[config.mk]
export PLATFORM = sky130hd
export DESIGN_NAME = spoll_master
export DESIGN_NICKNAME = d
export VERILOG_FILES = /design/src/rtl/spoll_pkg.sv /design/src/rtl/spoll_frame.sv /design/src/rtl/spoll_decode.sv /design/src/rtl/spoll_master.sv
export SDC_FILE = /design/constraint.sdc
export NUM_CORES = 1
export LEC_CHECK = 0
export BUFFER_PORTS_ARGS = -buffer_cell sky130_fd_sc_hd__buf_2
export CORE_MARGIN = 2
export CORE_UTILIZATION = 30
export CTS_CLUSTER_DIAMETER = 120
export DETAILED_ROUTE_END_ITERATION = 10
export PLACE_DENSITY = 0.52
export SYNTH_ARGS = -nofsm -noshare
export SYNTH_HDL_FRONTEND = slang
export SYNTH_SLANG_ARGS = --single-unit
[constraint.sdc]
create_clock -name clk -period 2.4 [get_ports clk]
set_input_delay 0.36 -clock clk [delete_from_list [all_inputs] [get_ports clk]]
set_output_delay 0.36 -clock clk [all_outputs]
set_load 0.03 [all_outputs]
[src/rtl/spoll_pkg.sv]
package spoll_pkg;

   localparam int WORD_W     = 16;
   localparam int FRAME_BITS = 16;
   localparam int SAMPLE_W   = 12;
   localparam int TAG_LSB    = 12;
   localparam int NUM_SRC    = 4;

   typedef logic [$clog2(NUM_SRC)-1:0] src_t;

   typedef enum logic [2:0] {
      FS_QUIET,
      FS_SETUP,
      FS_HIGH,
      FS_LOW,
      FS_TAIL
   } fstate_e;

   // Command: write flag set, fixed-high pair at 9:8, source at 11:10, coding at 4.
   function automatic logic [WORD_W-1:0] build_cmd(input src_t src, input logic offset_bin);
      logic [WORD_W-1:0] w;
      w        = '0;
      w[15]    = 1'b1;
      w[11:10] = src;
      w[9:8]   = 2'b11;
      w[4]     = offset_bin;
      return w;
   endfunction

endpackage

[src/rtl/spoll_frame.sv]
module spoll_frame
   import spoll_pkg::*;
#(
   parameter int DIV_W    = 16,
   parameter int GAP_W    = 8,
   parameter int MIN_HALF = 10
) (
   input  logic              clk,
   input  logic              rst_n,
   input  logic [DIV_W-1:0]  half_i,
   input  logic [GAP_W-1:0]  gap_i,
   input  logic              start_i,
   input  logic [WORD_W-1:0] cmd_i,
   input  logic              miso_i,
   output logic              cs_n_o,
   output logic              sclk_o,
   output logic              mosi_o,
   output logic              launch_o,
   output logic              done_o,
   output logic [WORD_W-1:0] rx_o
);

   localparam int CNT_W = (DIV_W > GAP_W) ? DIV_W : GAP_W;
   localparam int BIT_W = $clog2(FRAME_BITS + 1);
   localparam logic [DIV_W-1:0] MIN_H = DIV_W'(MIN_HALF);

   generate
      if (MIN_HALF < 1) begin : g_bad_min
         $error("spoll_frame: MIN_HALF must be at least 1");
      end
      if (DIV_W < 2 || GAP_W < 1) begin : g_bad_w
         $error("spoll_frame: counter widths too small");
      end
   endgenerate

   fstate_e           st_q;
   logic [CNT_W-1:0]  cnt_q;
   logic [BIT_W-1:0]  bits_q;
   logic [WORD_W-1:0] tx_q;
   logic [WORD_W-1:0] rx_q;
   logic              cs_n_q;
   logic              sclk_q;
   logic              done_q;
   logic [DIV_W-1:0]  half_eff;
   logic [CNT_W-1:0]  reload;
   logic              cnt_zero;

   always_comb begin
      half_eff = (half_i < MIN_H) ? MIN_H : half_i;
   end

   assign reload   = CNT_W'(half_eff) - CNT_W'(1);
   assign cnt_zero = (cnt_q == '0);
   assign launch_o = (st_q == FS_QUIET) && cnt_zero && start_i;

   always_ff @(posedge clk or negedge rst_n) begin
      if (!rst_n) begin
         st_q   <= FS_QUIET;
         cnt_q  <= '0;
         bits_q <= '0;
         tx_q   <= '0;
         rx_q   <= '0;
         cs_n_q <= 1'b1;
         sclk_q <= 1'b0;
         done_q <= 1'b0;
      end else begin
         done_q <= 1'b0;
         unique case (st_q)
            FS_QUIET: begin
               if (!cnt_zero) begin
                  cnt_q <= cnt_q - CNT_W'(1);
               end else if (start_i) begin
                  st_q   <= FS_SETUP;
                  cs_n_q <= 1'b0;
                  tx_q   <= cmd_i;
                  bits_q <= '0;
                  cnt_q  <= reload;
               end
            end
            FS_SETUP, FS_LOW: begin
               if (cnt_zero) begin
                  st_q   <= FS_HIGH;
                  sclk_q <= 1'b1;
                  rx_q   <= {rx_q[WORD_W-2:0], miso_i};
                  bits_q <= bits_q + BIT_W'(1);
                  cnt_q  <= reload;
               end else begin
                  cnt_q <= cnt_q - CNT_W'(1);
               end
            end
            FS_HIGH: begin
               if (cnt_zero) begin
                  sclk_q <= 1'b0;
                  cnt_q  <= reload;
                  if (bits_q == BIT_W'(FRAME_BITS)) begin
                     st_q <= FS_TAIL;
                  end else begin
                     st_q <= FS_LOW;
                     tx_q <= {tx_q[WORD_W-2:0], 1'b0};
                  end
               end else begin
                  cnt_q <= cnt_q - CNT_W'(1);
               end
            end
            FS_TAIL: begin
               if (cnt_zero) begin
                  st_q   <= FS_QUIET;
                  cs_n_q <= 1'b1;
                  done_q <= 1'b1;
                  cnt_q  <= CNT_W'(gap_i);
               end else begin
                  cnt_q <= cnt_q - CNT_W'(1);
               end
            end
            default: st_q <= FS_QUIET;
         endcase
      end
   end

   assign cs_n_o = cs_n_q;
   assign sclk_o = sclk_q;
   assign mosi_o = cs_n_q ? 1'b0 : tx_q[WORD_W-1];
   assign done_o = done_q;
   assign rx_o   = rx_q;

   AST_SCLK_IDLE_LOW: assert property (@(posedge clk) disable iff (!rst_n)
      cs_n_o |-> !sclk_o);
   AST_FRAME_LEN: assert property (@(posedge clk) disable iff (!rst_n)
      $rose(cs_n_o) |-> (bits_q == BIT_W'(FRAME_BITS)));

endmodule

[src/rtl/spoll_decode.sv]
module spoll_decode
   import spoll_pkg::*;
#(
   parameter int DATA_W = 16
) (
   input  logic                     [WORD_W-1:0] word_i,
   input  src_t                                  exp_src_i,
   input  logic                                  offset_i,
   output logic                                  tag_ok_o,
   output src_t                                  tag_o,
   output logic signed [DATA_W-1:0]              value_o
);

   generate
      if (DATA_W < SAMPLE_W) begin : g_bad_data_w
         $error("spoll_decode: DATA_W must hold a 12-bit sample");
      end
   endgenerate

   logic [SAMPLE_W-1:0] raw;
   logic [SAMPLE_W-1:0] s12;

   assign raw      = word_i[SAMPLE_W-1:0];
   assign tag_o    = word_i[TAG_LSB +: $bits(src_t)];
   assign tag_ok_o = (word_i[WORD_W-1:TAG_LSB+$bits(src_t)] == '0) && (tag_o == exp_src_i);

   // Offset binary minus half scale is the same as flipping the top bit.
   assign s12 = offset_i ? {~raw[SAMPLE_W-1], raw[SAMPLE_W-2:0]} : raw;

   generate
      if (DATA_W > SAMPLE_W) begin : g_extend
         assign value_o = {{(DATA_W-SAMPLE_W){s12[SAMPLE_W-1]}}, s12};
      end else begin : g_exact
         assign value_o = s12;
      end
   endgenerate

endmodule

[src/rtl/spoll_master.sv]
module spoll_master
   import spoll_pkg::*;
#(
   parameter int DATA_W   = 16,
   parameter int DIV_W    = 16,
   parameter int GAP_W    = 8,
   parameter int MIN_HALF = 10
) (
   input  logic                     clk,
   input  logic                     rst_n,
   input  logic [DIV_W-1:0]         half_div_i,
   input  logic [GAP_W-1:0]         gap_i,
   input  logic                     offset_bin_i,
   output logic                     sclk_o,
   output logic                     cs_n_o,
   output logic                     mosi_o,
   input  logic                     miso_i,
   output logic                     res_valid_o,
   input  logic                     res_ready_i,
   output logic [1:0]               res_chan_o,
   output logic signed [DATA_W-1:0] res_value_o,
   output logic                     seq_err_o
);

   generate
      if (NUM_SRC != 4) begin : g_bad_src
         $error("spoll_master: channel port assumes four sources");
      end
   endgenerate

   logic              launch;
   logic              done;
   logic              start_ok;
   logic [WORD_W-1:0] rx_word;
   logic [WORD_W-1:0] cmd_word;

   src_t rr_q;
   src_t sent_src_q;
   logic sent_cod_q;
   logic sent_vld_q;
   src_t exp_src_q;
   logic exp_cod_q;
   logic exp_vld_q;

   logic                     tag_ok;
   src_t                     tag;
   logic signed [DATA_W-1:0] value;

   logic                     res_valid_q;
   src_t                     res_chan_q;
   logic signed [DATA_W-1:0] res_value_q;
   logic                     err_q;

   // A frame may begin only when nothing is held and no reply is being stored.
   assign start_ok = !res_valid_q && !done;
   assign cmd_word = build_cmd(rr_q, offset_bin_i);

   spoll_frame #(
      .DIV_W   (DIV_W),
      .GAP_W   (GAP_W),
      .MIN_HALF(MIN_HALF)
   ) u_frame (
      .clk     (clk),
      .rst_n   (rst_n),
      .half_i  (half_div_i),
      .gap_i   (gap_i),
      .start_i (start_ok),
      .cmd_i   (cmd_word),
      .miso_i  (miso_i),
      .cs_n_o  (cs_n_o),
      .sclk_o  (sclk_o),
      .mosi_o  (mosi_o),
      .launch_o(launch),
      .done_o  (done),
      .rx_o    (rx_word)
   );

   spoll_decode #(
      .DATA_W(DATA_W)
   ) u_decode (
      .word_i   (rx_word),
      .exp_src_i(exp_src_q),
      .offset_i (exp_cod_q),
      .tag_ok_o (tag_ok),
      .tag_o    (tag),
      .value_o  (value)
   );

   // Two-stage source pipeline: what was just sent, and what the reply in flight belongs to.
   always_ff @(posedge clk or negedge rst_n) begin
      if (!rst_n) begin
         rr_q       <= '0;
         sent_src_q <= '0;
         sent_cod_q <= 1'b0;
         sent_vld_q <= 1'b0;
         exp_src_q  <= '0;
         exp_cod_q  <= 1'b0;
         exp_vld_q  <= 1'b0;
      end else if (launch) begin
         exp_src_q  <= sent_src_q;
         exp_cod_q  <= sent_cod_q;
         exp_vld_q  <= sent_vld_q;
         sent_src_q <= rr_q;
         sent_cod_q <= offset_bin_i;
         sent_vld_q <= 1'b1;
         rr_q       <= rr_q + src_t'(1);
      end
   end

   always_ff @(posedge clk or negedge rst_n) begin
      if (!rst_n) begin
         res_valid_q <= 1'b0;
         res_chan_q  <= '0;
         res_value_q <= '0;
         err_q       <= 1'b0;
      end else begin
         err_q <= 1'b0;
         if (res_valid_q && res_ready_i) begin
            res_valid_q <= 1'b0;
         end
         if (done && exp_vld_q) begin
            if (tag_ok) begin
               res_valid_q <= 1'b1;
               res_chan_q  <= tag;
               res_value_q <= value;
            end else begin
               err_q <= 1'b1;
            end
         end
      end
   end

   assign res_valid_o = res_valid_q;
   assign res_chan_o  = res_chan_q;
   assign res_value_o = res_value_q;
   assign seq_err_o   = err_q;

   AST_HOLD_OFF: assert property (@(posedge clk) disable iff (!rst_n)
      res_valid_o |-> cs_n_o);
   AST_RESULT_STABLE: assert property (@(posedge clk) disable iff (!rst_n)
      (res_valid_o && !res_ready_i) |=> (res_valid_o && $stable(res_value_o) && $stable(res_chan_o)));
   AST_ERR_DROPS: assert property (@(posedge clk) disable iff (!rst_n)
      seq_err_o |-> !res_valid_o);
   AST_ERR_PULSE: assert property (@(posedge clk) disable iff (!rst_n)
      seq_err_o |=> !seq_err_o);

endmodule

==> flow_summary.json, run 1 <==
{
  "p_leak_nw": 2.44,
  "synthArstFlopShare_pct": 100,
  "endpoint_kind": "flop",
  "criticalPathCategory": "primary input to flop",
  "pwr-share-comb_pct": 4.2,
  "vdd_drop_max_uv": 317,
  "via_per_inst": 4.77,
  "numCtsBuffers": 9,
  "grt_max_degree": 47,
  "fin_util_pct": 38.4,
  "final_common_cell": "nand2_1",
  "nets": 570,
  "tightest_slew_ns": 0.656,
  "dp_hpwl_um": 7280,
  "cts_tree": "yes",
  "worstPathMaxFanout": 3,
  "final_area_um2": 5290,
  "ant_nets": 0,
  "wire_per_inst_um": 13.4,
  "antenna_found_initial": 0,
  "nFillCells": 1441,
  "clkPwrFrac_pct": 47.1,
  "chipHeight_um": 122,
  "powerDensity_nw_per_um2": 530,
  "avgSynthCellArea_um2": 9.38,
  "grt_pass1_vias": 3304,
  "final_cell_mix": "109 x nand2_1, 80 x dfrtp_1, 50 x buf_2",
  "io_pins": 52,
  "area_growth_pct": 25.9,
  "clockBufferDepth": 2,
  "seq_area_frac_synth_pct": 48.3,
  "grt_use_total_pct": 14.0,
  "period_minus_slack_ns": 2.28,
  "swShare_pct": 22.9,
  "seqPwrFrac_pct": 48.7,
  "start_kind": "primary input",
  "wirelength_um": 9690,
  "intPower_mw": 2.16,
  "rsz0062_at_grt": "false",
  "status": "finished clean",
  "setup_viol": 0,
  "drive_gt1_share_pct": 30.5,
  "register_area_um2": 2030,
  "final_hold_viol_count": 0,
  "fmaxAchievable_ghz": 0.438,
  "critPathSlowestCell": "or4b_4",
  "via_count": 3440,
  "place_congestion": 0.878,
  "cap_violations": 0,
  "grt_overflow_total": 0,
  "path_cells": "buf_2 > or4_4 > or4b_4 > nand2_1 > ha_2 > nand2_2 > nor3_4 > nand3_2 > xor2_1 > o311ai_2",
  "drt-pass1-iter-count": 4,
  "drt_iter0_drc": 207,
  "arrival_ns": 2.52,
  "post-route-period-util_pct": 95.2,
  "slowest_delay_ns": 0.55,
  "synth_cell_types": 60,
  "die_w_um": 122,
  "cp.required_ns": 2.63,
  "port_buffers": 51,
  "dpl_cell_area_um2": 4960,
  "core_um2": 13800,
  "netlist_instances": 448,
  "clock-root-buffer": "clkbuf_16",
  "syn_nets": 482,
  "htreeDepth": 3,
  "grt_pass1_wl_um": 16500,
  "multiInputGateArea_um2": 2060,
  "max_slew_margin_pct": 56.1,
  "holdWs_ns": 0.225,
  "clock_sinks": 81,
  "synth_edf_count": 0,
  "syn-cell-area_um2": 4200,
  "maxSlewViolCount": 0,
  "clkTransAtPathRegs_ns": 0.06,
  "dieArea_um2": 15000,
  "rows": 43,
  "drcViolationCount": 0,
  "synth_seq_cells": 81,
  "clock_latency_ns": 0.33,
  "dp_cells": 703,
  "n_antenna_cell": 0,
  "switching_power_uw": 642,
  "yosysWarnings": 0,
  "start_util_pct": 30.5,
  "finClkSkew_ns": 0.00475,
  "synth_ff_type": "dfrtp_1",
  "instances_no_fill": 721,
  "hold_class": "primary input to flop"
}
power groups by stage:
stage                     Sequential (mW)  Combinational (mW)  Clock (mW)
after detailed placement             1.39               0.120           0
after floorplan                      1.39              0.0270           0
final                                1.37               0.118        1.32
after global routing                 1.36               0.135        1.42
after global placement               1.39               0.119           0
after CTS                            1.36               0.122        1.36
what timing repair did:
action / CTS / global route
resized for setup: 0 / 4
endpoints found under the setup margin: 0 / 4
hold endpoints to repair: 13 / 0
setup buffers: 0 / 1
hold buffers: 1 / 0
registers in the layout, indices dropped and copies added (netlist names), 3 cells and up:
| signal | count |
|---|---|
| u_frame.cnt_q | 16 |
| u_frame.rx_o | 16 |
| res_value_o | 12 |
| u_frame.tx_q | 12 |
| u_frame.bits_q | 5 |
| u_frame.st_q | 3 |
final timing paths:
check                                  from                 to  slack, ns  cells past startpoint
hold reg to reg                  sent_vld_q         sent_vld_q       0.47                      1
setup / recovery             half_div_i[14]  u_frame.cnt_q[14]       0.12                     10
max in group asynchronous             rst_n     u_frame.cs_n_o       1.22                      3
min in group asynchronous             rst_n     res_value_o[9]       0.52                      2
hold / removal                       miso_i    u_frame.rx_o[0]       0.23                      3
setup reg to reg           u_frame.cnt_q[0]       exp_src_q[1]       0.15                      7
metrics by stage:
stage	TNS (ns)	power [mW]	setup slack (ns)
6_report	0	2.80	0.116
4_1_cts	0	2.84	0.0994
5_1_grt	0	2.91	0.00948
2_1_floorplan	-0.196	1.42	-0.143
3_5_place_dp	-1.04	1.51	-0.251
3_3_place_gp	-0.804	1.51	-0.203
worst max-delay path, delay by kind of cell:
| kind | cells | cell delay [ns] |
|---|---|---|
| compound gates | 1 | 0.21 |
| simple gates | 6 | 1.50 |
| xor+xnor | 1 | 0.16 |
| buf+inv | 1 | 0.11 |
| fa+ha+maj | 1 | 0.18 |
synthesized netlist by cell type (all sizes together) (2+ instances only):
| cell | n | area [um^2] |
|---|---|---|
| nand2 | 111 | 419 |
| dfrtp | 80 | 2000 |
| o21ai | 35 | 201 |
| nor2 | 33 | 126 |
| nor3 | 19 | 121 |
| mux2 | 16 | 180 |
| a21oi | 14 | 70.1 |
| nand3 | 14 | 75.1 |
| xor2 | 12 | 105 |
| buf | 11 | 77.6 |
| clkbuf | 11 | 42.5 |
| inv | 9 | 33.8 |
| xnor2 | 9 | 78.8 |
| or3 | 6 | 42.5 |
| ha | 5 | 62.6 |
| nor4 | 5 | 31.3 |
| nor4b | 4 | 71.3 |
| or4 | 4 | 41.3 |
| a21o | 3 | 22.5 |
| a22oi | 3 | 22.5 |
| a31oi | 3 | 18.8 |
| nand3b | 3 | 22.5 |
| nand4 | 3 | 18.8 |
| nor3b | 3 | 22.5 |
| o211ai | 3 | 22.5 |
| a221oi | 2 | 17.5 |
| and2 | 2 | 12.5 |
| and3 | 2 | 17.5 |
| mux2i | 2 | 20.0 |
| nand2b | 2 | 12.5 |
| nor2b | 2 | 12.5 |
| o31ai | 2 | 15.0 |
| o41ai | 2 | 17.5 |
| or2 | 2 | 12.5 |
cell families after synthesis:
logic type                 Yosys count  synth area share, %
AOI/OAI and AO/OA                   74                 11.4
and+or+nand+nor                    218                 26.0
DFF                                 81                 48.3
xor gates and xnor gates            21                 4.38
adders and majority gates            5                 1.49
muxes                               18                 4.77
buffers and inverters               31                 3.66
per-layer routing:
layer | wire length, um | vias to the layer above | share of wire (%) | GRT usage [%]
li1 | - | 1727 | - | -
met1 | 4500 | 1633 | 46 | 19.5
met2 | 4700 | 66 | 49 | 22.6
met3 | 301 | 14 | 3.1 | 1.67
met4 | 182 | 0 | 1.9 | 4.60
met5 | 0 | - | 0 | 0
layout make-up:
| cell class | instances | share of cell area, % |
|---|---|---|
| clock buffer | 10 | 4.52 |
| clock inverter | 6 | 0.970 |
| inverter | 9 | 0.639 |
| multi-input combinational | 336 | 39.0 |
| sequential | 81 | 38.4 |
| tap | 180 | 4.26 |
| timing repair buffer | 99 | 12.2 |
Power figures use the tool's default switching activity.
==> inputs of run 2 (changes only) <==
PLACE_DENSITY = 0.51   (was 0.52)
RECOVER_POWER = 100   (was unset)
SYNTH_HIERARCHICAL = 1   (was unset)
==> flow_summary.json, run 2 <==
{
  "post-route-period-util_pct": 101,
  "grt_use_total_pct": 13.1,
  "grt_max_degree": 90,
  "dp_hpwl_um": 7320,
  "synth_seq_cells": 89,
  "wirelength_um": 10400,
  "synth_cell_types": 64,
  "finalPower_mw": 3.08,
  "arrival_ns": 2.64,
  "fmaxAchievable_ghz": 0.411,
  "grt_pass1_wl_um": 17400,
  "slowest_delay_ns": 0.46,
  "via_count": 3528,
  "numCtsBuffers": 9,
  "setup_tns_ns": -0.0584,
  "cp.required_ns": 2.61,
  "synth.most_common_cell": "dfrtp_1",
  "setup_viol": 3,
  "p_leak_nw": 2.50,
  "rsz0062_at_grt": "true",
  "syn-cell-area_um2": 4690,
  "port_buffers": 51,
  "place_congestion": 0.836,
  "final_cell_mix": "88 x dfrtp_1, 47 x buf_4, 42 x nor2_1",
  "clock-root-buffer": "clkbuf_16",
  "endpoint_kind": "flop",
  "status": "complete, but fails checks",
  "die_w_um": 129,
  "start_util_pct": 30.8,
  "synth_common_cells": "88 x dfrtp_1, 43 x nor2_1, 30 x mux2_2, 28 x a21oi_1, 18 x buf_4",
  "drive_gt1_share_pct": 31.1,
  "criticalPathCategory": "primary input to flop",
  "path_cells": "buf_6 > nor4_4 > and3_4 > nand3_2 > nand2_1 > ha_2 > or4b_4 > or3_4 > a2111oi_4 > xnor2_1 > o21ai_1",
  "ant_nets": 0,
  "nets": 558,
  "dieArea_um2": 16700,
  "dp_cells": 723,
  "critPathSlowestCell": "or4b_4",
  "worstPathMaxFanout": 5,
  "synth_top_area_share_pct": 46.9,
  "clockBufferDepth": 2,
  "n_antenna_cell": 0,
  "hold_class": "primary input to flop",
  "period_minus_slack_ns": 2.43,
  "max_slew_margin_pct": -31.7,
  "path_buf_inv": 1,
  "vdd_drop_max_uv": 306,
  "grt_pass1_vias": 3525,
  "avgSynthCellArea_um2": 10.8,
  "io_pins": 52,
  "antenna_found_initial": 0,
  "chipHeight_um": 129,
  "instances_no_fill": 739,
  "drcViolationCount": 0,
  "start_kind": "primary input",
  "fin_util_pct": 38.3,
  "synthArstFlopShare_pct": 100,
  "cp_top_family": "simple AND/OR/NAND/NOR gates",
  "htreeDepth": 3,
  "core_um2": 15300,
  "rows": 45,
  "synth.area.top_cells": "dfrtp_1 47%, mux2_2 7.2%, nor2_1 3.4%",
  "cap_violations": 1,
  "yosysWarnings": 6,
  "violations": "capacitance limit, slew limit, setup timing",
  "final_hold_viol_count": 0,
  "synth_edf_count": 0,
  "clock_sinks": 89,
  "seq_area_frac_synth_pct": 47.5,
  "drt-pass1-iter-count": 4,
  "via_per_inst": 4.77,
  "cts_tree": "yes",
  "powerDensity_nw_per_um2": 526,
  "clkTransAtPathRegs_ns": 0.06,
  "final_common_cell": "dfrtp_1",
  "synth_top_area_cell": "dfrtp_1",
  "tightest_slew_ns": 1.98,
  "postCtsHoldBufs": 0,
  "area_growth_pct": 24.6,
  "finClkSkew_ns": 0.00946,
  "place_worst_setup_slack_ns": -0.504,
  "maxSlewViolCount": 90,
  "drt_iter0_drc": 152,
  "netlist_instances": 434,
  "synth_ff_type": "dfrtp_1",
  "wire_per_inst_um": 14.0,
  "setup_ws_ns": -0.0329,
  "clock_latency_ns": 0.34,
  "grt_overflow_total": 0
}
[run 2: cell types whose count changed in the layout (fill, tap and decap cells not counted), sizes merged, moves of 13 or more]
cell	before	now
a21oi	14	28
buf	98	81
clkbuf	10	36
conb	0	13
mux2	16	41
mux2i	2	16
nand2	111	13
o21ai	35	20
[run 2: cell type report]
| type | instances | area, um^2 |
|---|---|---|
| Sequential cell | 89 | 2230 |
| Tap cell | 211 | 264 |
| Timing Repair Buffer | 106 | 707 |
| Clock inverter | 4 | 51.3 |
| Fill cell | 1499 | 9410 |
| Inverter | 9 | 33.8 |
| Multi-Input combinational cell | 309 | 2310 |
| Clock buffer | 11 | 253 |
[run 2: where the power goes]
part           internal (mW)         switching (mW)  total (mW)
logic                 0.0581                 0.0804       0.139
registers               1.50  0.0000000000000000740        1.50
clock network          0.860                  0.580        1.44
total                   2.42                  0.661        3.08
[run 2: layer usage]
layer	track usage [%]	up-vias	routed length (um)
met3	1.90	16	370
met1	17.6	1721	4960
met2	20.9	60	4760
met5	0	-	0
met4	6.33	0	260
li1	-	1731	-
[run 2: metrics by stage]
step,cell area (um^2),hold WS [ns]
after CTS,5880,0.0828
final,5850,0.202
after global placement,5530,0.444
after floorplan,4770,0.0644
after detailed placement,5530,0.446
after global routing,5850,0.206
[run 2: cells by family (layout without fill, tap and decap cells)]
logic type | count (synthesis) | in the layout | share of synthesized area, %
buffers and inverters | 47 | 130 | 5.73
DFF | 89 | 89 | 47.5
and+or+nand+nor | 130 | 130 | 16.0
AOI/OAI and AO/OA | 86 | 86 | 11.9
xor gates and xnor gates | 18 | 18 | 3.36
muxes | 57 | 57 | 14.0
adders and majority gates | 5 | 5 | 1.33
other | 2 | 13 | 0.160
[run 2: final timing paths]
path	startpoint	endpoint	slack [ns]	cells after the start
worst max-delay path	half_div_i[12]	u_frame/cnt_q[12]	-0.03	11
worst min-delay path	res_ready_i	res_valid_o	0.20	2
worst max register to register	u_frame/cnt_q[1]	u_frame/cnt_q[1]	0.06	10
worst min register to register	sent_vld_q	sent_vld_q	0.46	1
max in group asynchronous	rst_n	u_frame/st_q[1]	0.52	2
min in group asynchronous	rst_n	res_value_o[2]	0.69	2
[run 2: what timing repair did]
item	4_1_cts	5_1_grt
resized for setup	12	7
endpoints found under the setup margin	5	35
buffers inserted	1	1
pin swaps	4	10
==> inputs of run 3 (changes only) <==
GPL_TIMING_DRIVEN = 0   (was unset)
==> flow_summary.json, run 3 (synthesis results as in run 2) <==
{
  "maxSlewViolCount": 0,
  "n_antenna_cell": 0,
  "place_congestion": 0.824,
  "tightest_slew_ns": 1.27,
  "p_leak_nw": 2.51,
  "cp.required_ns": 2.62,
  "dp_hpwl_um": 7520,
  "vdd_drop_max_uv": 341,
  "final_common_cell": "dfrtp_1",
  "rsz0062_at_grt": "true",
  "io_pins": 52,
  "postCtsHoldBufs": 0,
  "drt_iter0_drc": 173,
  "grt_max_degree": 51,
  "cap_violations": 0,
  "final_cell_mix": "87 x dfrtp_1, 42 x nor2_1, 41 x buf_4",
  "max_slew_margin_pct": 15.3,
  "setup_ws_ns": -0.190,
  "worstPathMaxFanout": 6,
  "cts_tree": "yes",
  "numCtsBuffers": 9,
  "final_hold_viol_count": 0,
  "wire_per_inst_um": 14.8,
  "clock_latency_ns": 0.35,
  "drt-pass1-iter-count": 4,
  "core_um2": 15300,
  "drcViolationCount": 0,
  "finClkSkew_ns": 0.00669,
  "violations": "setup timing",
  "htreeDepth": 3,
  "hold_class": "primary input to asynchronous set/reset pin",
  "nets": 566,
  "drive_gt1_share_pct": 30.4,
  "holdWs_ns": 0.157,
  "clkTransAtPathRegs_ns": 0.07,
  "powerDensity_nw_per_um2": 516,
  "clock-root-buffer": "clkbuf_16",
  "chipHeight_um": 129,
  "criticalPathCategory": "primary input to flop",
  "grt_use_total_pct": 13.8,
  "die_w_um": 129,
  "wirelength_um": 11000,
  "via_count": 3624,
  "ant_nets": 0,
  "finalPower_mw": 3.04,
  "rows": 45,
  "grt_pass1_wl_um": 18000,
  "endpoint_kind": "flop",
  "grt_overflow_total": 0,
  "start_util_pct": 30.8,
  "arrival_ns": 2.81,
  "status": "complete, but fails checks",
  "fmaxAchievable_ghz": 0.386,
  "period_minus_slack_ns": 2.59,
  "start_kind": "primary input",
  "clock_sinks": 89,
  "dieArea_um2": 16700,
  "grt_pass1_vias": 3583,
  "antenna_found_initial": 0,
  "nFillCells": 1509,
  "post-route-period-util_pct": 108,
  "via_per_inst": 4.85,
  "port_buffers": 51,
  "setup_viol": 11,
  "area_growth_pct": 25.5,
  "clockBufferDepth": 2
}
run 3: critical path: stages:
cell      delay (ns)
buf_2           0.16
nor3_4          0.07
and3_1          0.17
buf_6           0.12
and3_2          0.22
nor2_4          0.14
ha_4            0.14
or4b_4          0.45
or3_4           0.44
buf_4           0.16
a211oi_2        0.16
xnor2_1         0.14
o21ai_1         0.07
run 3: where the power goes:
| group | switching, mW | internal, mW |
|---|---|---|
| Clock | 0.608 | 0.806 |
| Combinational | 0.0813 | 0.0433 |
| Sequential | 0.0000000000000000866 | 1.50 |
| Total | 0.689 | 2.35 |
run 3: final timing paths:
| check | from | to | slack, ns | cells past startpoint |
|---|---|---|---|---|
| min in group clk | res_ready_i | res_valid_o | 0.19 | 2 |
| worst min-delay path | rst_n | res_value_o[2] | 0.16 | 1 |
| worst max register to register | u_frame/cnt_q[1] | sent_cod_q | -0.12 | 9 |
| worst min register to register | sent_vld_q | sent_vld_q | 0.48 | 1 |
| worst max-delay path | half_div_i[7] | u_frame/cnt_q[8] | -0.19 | 13 |
| max in group asynchronous | rst_n | u_frame/cnt_q[0] | 0.38 | 2 |
run 3: layer usage:
layer | vias up | GRT usage [%] | part of all wire [%]
li1 | 1754 | - | -
met1 | 1787 | 18.0 | 47
met2 | 65 | 22.3 | 48
met3 | 18 | 2.68 | 3.1
met4 | 0 | 6.20 | 2.4
met5 | - | 0 | 0
run 3: area by class of cell:
| cell class | instances | area, um^2 | area share, % |
|---|---|---|---|
| Inverter | 9 | 33.8 | 0.573 |
| Clock buffer | 9 | 225 | 3.82 |
| Buffer | 37 | 249 | 4.23 |
| Clock inverter | 6 | 67.6 | 1.15 |
| Timing Repair Buffer | 77 | 440 | 7.48 |
| Sequential cell | 89 | 2230 | 37.8 |
| Tap cell | 211 | 264 | 4.48 |
| Multi-Input combinational cell | 309 | 2380 | 40.4 |
run 3: repair_timing:
action | in CTS | in global routing
gates resized for setup | 22 | 30
setup endpoints to repair | 56 | 29
cloned | 0 | 1
pin swaps | 4 | 10
setup buffers | 16 | 8
run 3: stage by stage:
step                      setup slack [ns]  util, %  setup TNS [ns]  area, um^2  cells
final                               -0.190     38.6          -0.927        5890    747
after floorplan                     -0.334        -           -1.51        4770    445
after global routing                -0.268     38.6           -5.95        5890    747
after CTS                           -0.175     38.3          -0.790        5840    739
after detailed placement            -0.767     34.9          -13.34        5320    708
after global placement              -0.721     34.7          -13.39        5290    707
